[config.mk]
export PLATFORM = sky130hd
export DESIGN_NAME = bbm_unit
export DESIGN_NICKNAME = d
export VERILOG_FILES = /design/src/rtl/bbm_pkg.sv /design/src/rtl/bbm_lane.sv /design/src/rtl/bbm_merge.sv /design/src/rtl/bbm_unit.sv
export SDC_FILE = /design/constraint.sdc
export NUM_CORES = 1
export LEC_CHECK = 0
export ABC_AREA = 1
export BUFFER_PORTS_ARGS = -buffer_cell sky130_fd_sc_hd__buf_2
export CORE_MARGIN = 3
export CORE_UTILIZATION = 62
export DETAILED_ROUTE_END_ITERATION = 7
export PLACE_DENSITY = 0.86
export SYNTH_ARGS = -nofsm -noshare
export SYNTH_HDL_FRONTEND = slang
export SYNTH_SLANG_ARGS = --single-unit
[constraint.sdc]
create_clock -name clk_i -period 5.6 [get_ports clk_i]
set_input_delay 0.56 -clock clk_i [delete_from_list [all_inputs] [get_ports clk_i]]
set_output_delay 0.56 -clock clk_i [all_outputs]
set_load 0.02 [all_outputs]
[src/rtl/bbm_pkg.sv]
package bbm_pkg;
  typedef enum logic [2:0] {
    OP_CMPB  = 3'd0,
    OP_CNT_B = 3'd1,
    OP_CNT_W = 3'd2,
    OP_CNT_D = 3'd3,
    OP_PERM  = 3'd4,
    OP_PAR_W = 3'd5,
    OP_PAR_D = 3'd6,
    OP_RSVD  = 3'd7
  } bbm_op_e;
endpackage

[src/rtl/bbm_lane.sv]
module bbm_lane #(
  parameter int XLEN = 64
) (
  input  logic [7:0]      a_byte_i,
  input  logic [7:0]      b_byte_i,
  input  logic [XLEN-1:0] data_i,
  output logic [3:0]      cnt_o,
  output logic            eq_o,
  output logic            lsb_o,
  output logic            perm_o
);
  localparam int IW = $clog2(XLEN);

  logic [XLEN-1:0] data_rev;

  always_comb begin
    for (int j = 0; j < XLEN; j++) data_rev[j] = data_i[XLEN-1-j];
  end

  always_comb begin
    cnt_o = '0;
    for (int j = 0; j < 8; j++) cnt_o = cnt_o + 4'(a_byte_i[j]);
  end

  assign eq_o  = (a_byte_i == b_byte_i);
  assign lsb_o = a_byte_i[0];
  // MSB-first numbering: index 0 selects the top bit of the data
  assign perm_o = (int'(a_byte_i) < XLEN) ? data_rev[a_byte_i[IW-1:0]] : 1'b0;
endmodule

[src/rtl/bbm_merge.sv]
module bbm_merge
  import bbm_pkg::*;
#(
  parameter int XLEN = 64
) (
  input  logic                  vld_i,
  input  bbm_op_e               op_i,
  input  logic [XLEN/8-1:0][3:0] cnt_i,
  input  logic [XLEN/8-1:0]     eq_i,
  input  logic [XLEN/8-1:0]     lsb_i,
  input  logic [XLEN/8-1:0]     perm_i,
  output logic [XLEN-1:0]       res_o
);
  localparam int NB  = XLEN / 8;
  localparam int BPW = 4;
  localparam int NW  = NB / BPW;

  logic [NW-1:0][7:0] wsum;
  logic [7:0]         dsum;
  logic [NW-1:0]      wpar;

  always_comb begin
    dsum = '0;
    for (int w = 0; w < NW; w++) begin
      wsum[w] = '0;
      wpar[w] = 1'b0;
      for (int b = 0; b < BPW; b++) begin
        wsum[w] = wsum[w] + 8'(cnt_i[w*BPW+b]);
        wpar[w] = wpar[w] ^ lsb_i[w*BPW+b];
      end
      dsum = dsum + wsum[w];
    end
  end

  always_comb begin
    res_o = '0;
    if (vld_i) begin
      unique case (op_i)
        OP_CMPB:  for (int b = 0; b < NB; b++) res_o[8*b +: 8] = {8{eq_i[b]}};
        OP_CNT_B: for (int b = 0; b < NB; b++) res_o[8*b +: 8] = {4'b0, cnt_i[b]};
        OP_CNT_W: for (int w = 0; w < NW; w++) res_o[32*w +: 32] = {24'b0, wsum[w]};
        OP_CNT_D: res_o[7:0] = dsum;
        OP_PERM:  res_o[NB-1:0] = perm_i;
        OP_PAR_W: for (int w = 0; w < NW; w++) res_o[32*w] = wpar[w];
        OP_PAR_D: res_o[0] = ^lsb_i;
        default:  res_o = '0;
      endcase
    end
  end
endmodule

[src/rtl/bbm_unit.sv]
module bbm_unit
  import bbm_pkg::*;
#(
  parameter int XLEN = 64
) (
  input  logic            clk_i,
  input  logic            rst_ni,
  input  logic            valid_i,
  input  logic [2:0]      op_i,
  input  logic [XLEN-1:0] a_i,
  input  logic [XLEN-1:0] b_i,
  output logic            valid_o,
  output logic [XLEN-1:0] result_o
);
  localparam int NB = XLEN / 8;

  logic [NB-1:0][3:0] cnt_d, cnt_q;
  logic [NB-1:0]      eq_d, eq_q, lsb_d, lsb_q, perm_d, perm_q;
  bbm_op_e            op_q;
  logic               vld_q;
  logic [XLEN-1:0]    res_d;

  for (genvar k = 0; k < NB; k++) begin : g_lane
    bbm_lane #(.XLEN(XLEN)) u_lane (
      .a_byte_i (a_i[8*k +: 8]),
      .b_byte_i (b_i[8*k +: 8]),
      .data_i   (b_i),
      .cnt_o    (cnt_d[k]),
      .eq_o     (eq_d[k]),
      .lsb_o    (lsb_d[k]),
      .perm_o   (perm_d[k])
    );
  end

  // stage 1: lane partials
  always_ff @(posedge clk_i or negedge rst_ni) begin
    if (!rst_ni) begin
      vld_q  <= 1'b0;
      op_q   <= OP_RSVD;
      cnt_q  <= '0;
      eq_q   <= '0;
      lsb_q  <= '0;
      perm_q <= '0;
    end else begin
      vld_q <= valid_i;
      if (valid_i) begin
        op_q   <= bbm_op_e'(op_i);
        cnt_q  <= cnt_d;
        eq_q   <= eq_d;
        lsb_q  <= lsb_d;
        perm_q <= perm_d;
      end
    end
  end

  bbm_merge #(.XLEN(XLEN)) u_merge (
    .vld_i  (vld_q),
    .op_i   (op_q),
    .cnt_i  (cnt_q),
    .eq_i   (eq_q),
    .lsb_i  (lsb_q),
    .perm_i (perm_q),
    .res_o  (res_d)
  );

  // stage 2: merged result
  always_ff @(posedge clk_i or negedge rst_ni) begin
    if (!rst_ni) begin
      valid_o  <= 1'b0;
      result_o <= '0;
    end else begin
      valid_o  <= vld_q;
      result_o <= res_d;
    end
  end
endmodule

Yosys cells after proc, flatten, opt, wreduce, memory -nomap -nowiden:

Index checks and enable logic that the tools add are counted.
W data, S select, Z words.

* reductions and logical operators: 2
* equal/unequal tests: 14
* add/subtract/negate cells: 63
* bitwise gates (word level): 6
* $lt $le $gt $ge: 16
* muxes and demuxes: 30

Operators by type and width (number)
* $add A4 B1 Y4: 48
* $pmux W31 S3: 1
* $eq A8 B8 Y1: 8
* $lt A8 B7 Y1 const B: 8
* $mux W64: 1
* $lt A6 B7 Y1 const B: 8
* $bmux W1 S6: 8
* $pmux W24 S2: 1
* $pmux W7 S5: 1
* $add A8 B4 Y8: 4
* $add A1 B1 Y2: 8
* $mux W1: 16
* $add A4 B4 Y5: 2
* $eq A3 B3 Y1 const B: 3
* $add A8 B8 Y8: 1
* $reduce_xor A8 Y1: 1
* $pmux W1 S7: 1
* $eq A3 B2 Y1 const B: 2
* $xor A1 B1 Y1: 6
* $pmux W1 S4: 1
* $eq A3 B1 Y1 const B: 1
* $logic_not A3 Y1: 1

* flip-flop bits (word level): 125
* bits of input ports: 134
* output and inout port bits: 65
* logic and storage cells: 146

Longest topological paths before layout:

Gate-level depths: netlist of run 1.

* depth after elaboration: 7
* depth in mapped cells: 18

Hierarchy:

A second synthesis of run 1 with hierarchy kept.

* cells, all modules: 2143
* area total of the unflattened synthesis: 13733.2 µm²

By module, submodules not included
* bbm_lane at g_lane[1].u_lane ...: times used 6, cells each 187, area each 984.7 µm², sequential area each 0.0 µm²
* bbm_unit: times used 1, cells each 316, area each 3888.7 µm², sequential area each 3131.8 µm²
* bbm_merge: times used 1, cells each 331, area each 1930.6 µm², sequential area each 0.0 µm²
* bbm_lane at g_lane[3].u_lane: times used 1, cells each 187, area each 1004.7 µm², sequential area each 0.0 µm²
* bbm_lane at g_lane[0].u_lane: times used 1, cells each 187, area each 1001.0 µm², sequential area each 0.0 µm²

Least setup slack after synthesis of run 1:

Ideal clock, no wire load.

* path type: flip-flop to flip-flop
* start: reg cnt_q[0] (netlist name)
* end: reg result_o[4]
* arrival time: 3.149 ns
* cell stages (with the launch flop): 17
* slack: 2.331 ns
* period minus slack after synthesis: 3.269 ns
* cells stage by stage: dfrtp_1 -> ha_1 -> fa_1 -> xnor2_1 -> fa_1 -> inv_1 -> fa_1 -> nand2_1 -> inv_1 -> nor2_1 -> ha_1 -> nand3_1 -> nand3_1 -> o21ai_0 -> nand3_1 -> o21ai_0 -> inv_1

* longest elaborated chain between the ends: 6

Ends and longest elaborated chain
* start: declaration: RTL line bbm_unit.sv:17 `logic [NB-1:0][3:0] cnt_d, cnt_q;`
* start signal: assignment: RTL line bbm_unit.sv:48 `cnt_q <= cnt_d;`
* $add A4 B4 Y5 *: RTL line bbm_merge.sv:28 `wsum[w] = wsum[w] + 8'(cnt_i[w*BPW+b]);`
* $add A8 B4 Y8 * (2 in a row): RTL line bbm_merge.sv:28
* $add A8 B8 Y8: RTL line bbm_merge.sv:31 `dsum = dsum + wsum[w];`
* $pmux W7 S5 *: RTL line bbm_merge.sv:38 `unique case (op_i)`
* $mux W64 *: RTL line bbm_merge.sv:37 `if (vld_i) begin`
* net res_d[4]: RTL line bbm_unit.sv:21 `logic [XLEN-1:0] res_d;`
* end signal: assignment: RTL line bbm_unit.sv:73 `result_o <= res_d;`
* end: declaration: RTL line bbm_unit.sv:13 `output logic [XLEN-1:0] result_o`

The timed path passes the listed nets; every way through them passes the cells marked *.
A chain may end at the register's enable or synchronous reset.

Worst setup path in the final report of run 1:

Same ends and word-level chain as after synthesis.

==> results of run 1 <==
worst paths after layout:
path	end	startpoint	slack (ns)
min	cnt_q[19]$_DFFE_PN0P_	rst_ni	0.31
min reg2reg	perm_q[4]$_DFFE_PN0P_	perm_q[4]$_DFFE_PN0P_	0.49
max reg2reg	result_o[4]$_DFF_PN0_	cnt_q[0]$_DFFE_PN0P_	1.69
max in group asynchronous	op_q[2]$_DFFE_PN1P_	rst_ni	4.21
min in group clk_i	op_q[1]$_DFFE_PN1P_	op_i[1]	0.42
max	result_o[4]$_DFF_PN0_	cnt_q[0]$_DFFE_PN0P_	1.69
where the power goes:
| group | internal [mW] | total (mW) | switching, mW |
|---|---|---|---|
| Clock | 0.351 | 0.672 | 0.320 |
| Combinational | 0.895 | 2.48 | 1.58 |
| Sequential | 0.865 | 0.958 | 0.0929 |
area by class of cell:
class	instances	area (um2)
multi-input combinational	1598	8310
fill	1891	6960
sequential	106	2660
timing repair buffer	201	1020
inverter	221	846
tap	270	338
clock buffer	9	225
clock inverter	6	75.1
antenna	2	5.00
state kept, by name, indices dropped and copies added (netlist names):
register	count
eq_q	8
cnt_q	32
result_o	45
valid_o	1
op_q	3
perm_q	8
lsb_q	8
vld_q	1
metal layers:
layer,routed length (um),GRT usage (%),part of all wire (%),vias up
met2,19700,60.9,40,1191
met4,3280,21.9,6.7,2
met5,14,0,0.029,-
met3,8170,14.4,17,234
li1,-,-,-,6789
met1,17800,56.8,36,6616
cells by family after synthesis:
| logic type | share of synthesized area [%] |
|---|---|
| AOI/OAI and AO/OA | 7.57 |
| xor gates and xnor gates | 2.29 |
| adders and majority gates | 11.4 |
| buffers and inverters | 15.5 |
| DFF | 20.5 |
| and+or+nand+nor | 42.8 |
metrics by stage:
stage          instance area, um2  setup WS (ns)
2_1_floorplan               13000           2.33
3_3_place_gp                13200           2.01
3_5_place_dp                13200           1.91
4_1_cts                     13500           1.86
5_1_grt                     13500           1.53
6_report                    13500           1.69
cell usage in the layout (no fill, tap or decap), types with 13 or more instances in the layout:
cell | Yosys | layout
nand2_1 | 820 | 820
nand3_1 | 441 | 441
buf_2 | 71 | 197
inv_1 | 195 | 194
dfrtp_1 | 103 | 103
o21ai_0 | 54 | 54
ha_1 | 46 | 46
fa_1 | 45 | 45
a21oi_1 | 42 | 42
nor2_1 | 29 | 29
o211ai_1 | 23 | 23
xnor2_1 | 21 | 21
inv_2 | 17 | 18
o2111ai_1 | 15 | 15
xor2_1 | 13 | 13
worst register-to-register path, stage by stage (launching register included):
cell and delay, ns:
dfrtp_1 0.40, ha_1 0.24, fa_1 0.51, fa_1 0.43, ha_1 0.25, fa_1 0.39
nand2_1 0.07, inv_1 0.05, nor2_1 0.20, ha_1 0.33, nand3_1 0.10, nand3_1 0.12
o21ai_0 0.23, nand3_1 0.15, o21ai_0 0.26, inv_1 0.08
==> results.md, run 1 <==
* Outcome: completed
* Die X at 151 um
* I/O pin count at 199
* Post-Syn Area at 13000 um2
* Global-route wire length before repair at 74100 um
* Share of layout cells above drive strength 1 at 11.6%
* CP max stage delay at 0.51 ns
* DR pass1 iterations at 7
* CP Depth at 15
* Hold_ws at 0.307 ns
* Nets at 2362
* CP max FO at 5
* P_leak at 7.50 nW
* Synth cell count leaders: nand2_1, nand3_1, inv_1, dfrtp_1, buf_2
* Root Driver: clkbuf_16
* Clock transition at the registers of the reported paths at 0.09 ns
* Top post-synthesis cells by area: nand2_1, dfrtp_1, nand3_1
* Die area at 22700 um2
* Worst Max-Slew Pin Slew at 0.839 ns
* CTS tree: done
* CP delay by family, top: adder cells
* Cell taking the most area after synthesis: nand2_1
* Critical-path top delay cell: fa_1
* Crit path DAT at 4.14 ns
* Hold Vio Cnt, Final at 0
* Starting Density at 63.5%
* RSZ-0062 raised after global routing: no
* Predominant post-synthesis flop cell: dfrtp_1
* # hold bufs at CTS at 0
* Area growth, synth to finish at 3.77%
* Placed Cells incl. Taps at 2396
* Detail Route Antenna Nets at 0
* Worst Reg-to-Reg Cells at 15
* Vias per cell at 6.15
* Final Util at 65.9%
* Number of I/O port buffers at 198
* CP Capture Type: flip-flop
* DR iter-0 viols at 2163
* WL/cell at 20.3 um
* Mapped Cells at 2107
* Largest net degree at the start of global routing at 65
* Die Y at 151 um
* H-tree levels at 3
* Max VDD drop at 0.000368 V
* Seq/Total Area, Yosys at 20.5%
* Vias in the first global route at 13200
* Max Cap Viol at 0
* Final worst-path cycle share at 69.8%
* Syn Area/Cell at 6.16 um2
* Clock buffer depth at 2
* Syn Nets at 2332
* CP Launch Type: flip-flop
* Post-synth ARST share at 100%
* Worst-skew pair later-pin latency at 0.37 ns
* Synth cell types at 39
* Fmax at 0.256 GHz
* GP Congestion at 1.07
* Tot GR Track Use at 42.5%
* Bufs and invs on worst path at 2
* PostCTS Resize Cnt at 0
* Pwr Total at 4.11 mW
* Gr ovfl total at 0
* Num rows at 52
* #FFs+latches synth at 106
* Critical path type: reg -> reg
* Post-synth EDFFs at 0
* Synth Warn # at 0
* Max_slew headroom at 44.1%
* Hold Crit Class: in -> async
* PD cells at 305 nW/um2
* Sink Count at 106
* Fin crit period at 3.91 ns
* Initial antenna violation count at 2
* Finished Layout Cells at 2413
* Cells along the critical path: ha_1 > fa_1 > fa_1 > ha_1 > fa_1 > nand2_1 > inv_1 > nor2_1 > ha_1 > nand3_1 > nand3_1 > o21ai_0 > nand3_1 > o21ai_0 > inv_1
* Fin Clk Skew at 0.0172 ns
* Vias post-DR at 14800
* DR DRC count at 0
* TNS Setup at 0 ns
* Share of the synthesized area in the top cell type at 23.7%
* Core area at 20400 um2
* Drt total wl at 48900 um
* Count leader, synth: nand2_1
* CTS buffer count at 9
* Max-slew violation count at 0
* Final setup viols at 0
* Worst Path Required at 5.83 ns
* Post-CTS Setup Repair Bufs at 0
* DPL Wire Length at 33600 um
(Power assumes the default switching activity.)
==> inputs of run 2 (changes only) <==
CORE_UTILIZATION = 60   (was 62)
PLACE_DENSITY = 0.84   (was 0.86)
clock period = 3.9 ns   (was 5.6 ns; I/O delays follow)
==> run 2 against run 1 <==
  * Largest power group unchanged
  * Global-route usage decreased by 3.1 points
  * Fmax increased by 6.6%
  * Critical path type unchanged
  * Combinational power increased by 40%
==> results.md, run 2 (synthesized netlist as in run 1, its figures left out) <==
* I/O pin count at 199 (unchanged)
* Clock transition at the registers of the reported paths at 0.08 ns (was 0.09 ns)
* CP max stage delay at 0.50 ns (was 0.51 ns)
* Area growth, synth to finish at 4.57% (was 3.77%)
* Top flop regs: result_o: 45 flops, cnt_q: 32 flops (unchanged)
* Max VDD drop at 0.000573 V (was 0.000368 V)
* Worst-skew pair later-pin latency at 0.36 ns (was 0.37 ns)
* Worst Path Required at 4.12 ns (was 5.83 ns)
* Drt total wl at 48200 um (was 48900 um)
* Nets at 2378 (was 2362)
* Num rows at 53 (was 52)
* Cells along the critical path: ha_1 > fa_1 > fa_1 > ha_1 > fa_1 > nand2_1 > inv_1 > nor2_1 > ha_1 > nand3_1 > nand3_1 > a21oi_1 > nor2_1 > o21ai_0 > a31oi_1 (was ha_1 > fa_1 > fa_1 > ha_1 > fa_1 > nand2_1 > inv_1 > nor2_1 > ha_1 > nand3_1 > nand3_1 > o21ai_0 > nand3_1 > o21ai_0 > inv_1)
* Max_slew headroom at 19.3% (was 44.1%)
* CP Launch Type: flip-flop (unchanged)
* CTS tree: done (unchanged)
* Max Cap Viol at 0 (unchanged)
* Crit path DAT at 3.88 ns (was 4.14 ns)
* Fmax at 0.273 GHz (was 0.256 GHz)
* Finished Layout Cells at 2434 (was 2413)
* CTS buffer count at 9 (unchanged)
* TNS Setup at 0 ns (unchanged)
* Gr ovfl total at 0 (unchanged)
* DR iter-0 viols at 1886 (was 2163)
* Most frequent cells in the layout: nand2_1, nand3_1, buf_2 (unchanged)
* Biggest register: result_o (unchanged)
* Fin area at 13600 um2 (was 13500 um2)
* Fin Clk Skew at 0.0107 ns (was 0.0172 ns)
* PostCTS Resize Cnt at 0 (unchanged)
* Die Y at 153 um (was 151 um)
* Root Driver: clkbuf_16 (unchanged)
* Dpl cell area at 13300 um2 (was 13200 um2)
* Share of layout cells above drive strength 1 at 12.3% (was 11.6%)
* Core area at 21200 um2 (was 20400 um2)
* GP Congestion at 0.994 (was 1.07)
* Initial antenna violation count at 0 (was 2)
* Worst Max-Slew Pin Slew at 1.21 ns (was 0.839 ns)
* Detail Route Antenna Nets at 0 (unchanged)
* Vias post-DR at 14800 (about the same)
* Fillers at 2024 (was 1891)
* P_leak at 7.57 nW (was 7.50 nW)
* DR DRC count at 0 (unchanged)
* Tot GR Track Use at 39.4% (was 42.5%)
* Clock buffer depth at 2 (unchanged)
* Hold Crit Class: in -> async (unchanged)
* PD cells at 422 nW/um2 (was 305 nW/um2)
* # hold bufs at CTS at 0 (unchanged)
* DR pass1 iterations at 6 (was 7)
* Global-route wire length before repair at 73600 um (was 74100 um)
* Hold_ws at 0.182 ns (was 0.307 ns)
* Critical-path top delay cell: fa_1 (unchanged)
* Most common cell after layout, fill and taps aside: nand2_1 (unchanged)
* Placed Cells incl. Taps at 2417 (was 2396)
* Vias in the first global route at 13400 (was 13200)
* Starting Density at 61.4% (was 63.5%)
* Max-slew violation count at 0 (unchanged)
* DPL Wire Length at 33700 um (was 33600 um)
* Vias per cell at 6.10 (was 6.15)
* Worst Reg-to-Reg Cells at 15 (unchanged)
* Die area at 23400 um2 (was 22700 um2)
* Outcome: completed (unchanged)
* CP Capture Type: flip-flop (unchanged)
* WL/cell at 19.8 um (was 20.3 um)
* H-tree levels at 3 (unchanged)
* Post-CTS Setup Repair Bufs at 0 (unchanged)
* Hold Vio Cnt, Final at 0 (unchanged)
* Sink Count at 106 (unchanged)
* Critical path type: reg -> reg (unchanged)
* Reg2Reg Setup Slack at 0.23 ns (was 1.69 ns)
* Die X at 153 um (was 151 um)
* RR Startpoint: cnt_q[20]$_DFFE_PN0P_ (was cnt_q[0]$_DFFE_PN0P_)
* Max reg flops at 45 (unchanged)
* Final setup viols at 0 (unchanged)
* Fin crit period at 3.67 ns (was 3.91 ns)
* Worst reg2reg path endpoint: result_o[6]$_DFF_PN0_ (was result_o[4]$_DFF_PN0_)
* Largest net degree at the start of global routing at 76 (was 65)
* Final worst-path cycle share at 94.0% (was 69.8%)
* RSZ-0062 raised after global routing: no (unchanged)
* Number of I/O port buffers at 198 (unchanged)
* CP max FO at 5 (unchanged)
## run 2: changes by cell type in the layout (fill, tap and decap cells not counted), sizes merged
cell	change
clkinv	+3
buf	+16
bufinv	-1
clkinvlp	-2
## run 2: critical path: cells and delay by family, from the launching register on
kind	cells	cell delay [ns]
compound gates	3	0.45
fa+ha+maj	6	2.13
simple gates	5	0.49
flops	1	0.41
buf+inv	1	0.05
## run 2: through the flow
stage,utilization [%],setup WS (ns),total power [mW]
floorplan,-,0.631,3.88
global placement,62.8,0.440,4.63
detailed placement,62.8,0.336,4.73
CTS,64.1,0.306,5.64
global route,64.1,0.0121,6.18
finish,64.2,0.234,5.72
## run 2: area by class of cell
| type | count | area (um2) | share of cell area (%) |
|---|---|---|---|
| diodes | 2 | 5.00 | 0.0369 |
| flip-flops and latches | 106 | 2660 | 19.6 |
| well taps | 275 | 344 | 2.53 |
| clock buffers | 9 | 225 | 1.66 |
| inverters | 221 | 846 | 6.23 |
| clock inverters | 6 | 52.6 | 0.387 |
| repair buffers | 217 | 1140 | 8.37 |
| multi-input cells | 1598 | 8310 | 61.2 |
## run 2: worst max path at each step
stage               slack [ns]                    end  depth (start not counted)             startpoint
global route              0.01  result_o[4]$_DFF_PN0_                         16   cnt_q[0]$_DFFE_PN0P_
global placement          0.44  result_o[4]$_DFF_PN0_                         16  cnt_q[20]$_DFFE_PN0P_
floorplan                 0.63  result_o[4]$_DFF_PN0_                         16   cnt_q[0]$_DFFE_PN0P_
finish                    0.23  result_o[6]$_DFF_PN0_                         15  cnt_q[20]$_DFFE_PN0P_
detailed placement        0.34  result_o[6]$_DFF_PN0_                         15  cnt_q[20]$_DFFE_PN0P_
CTS                       0.31  result_o[6]$_DFF_PN0_                         15  cnt_q[20]$_DFFE_PN0P_
## run 2: power by group
part / switching [mW] / internal (mW)
logic: 2.18 / 1.29
registers: 0.121 / 1.24
clock network: 0.446 / 0.440
## run 2: per-layer routing
layer / wire length [um] / global-route usage, % / vias to the layer above
met5: 0 / 0 / -
li1: - / - / 6816
met1: 18100 / 55.1 / 6653
met3: 7650 / 10.0 / 205
met4: 2670 / 17.9 / 0
met2: 19800 / 57.5 / 1166
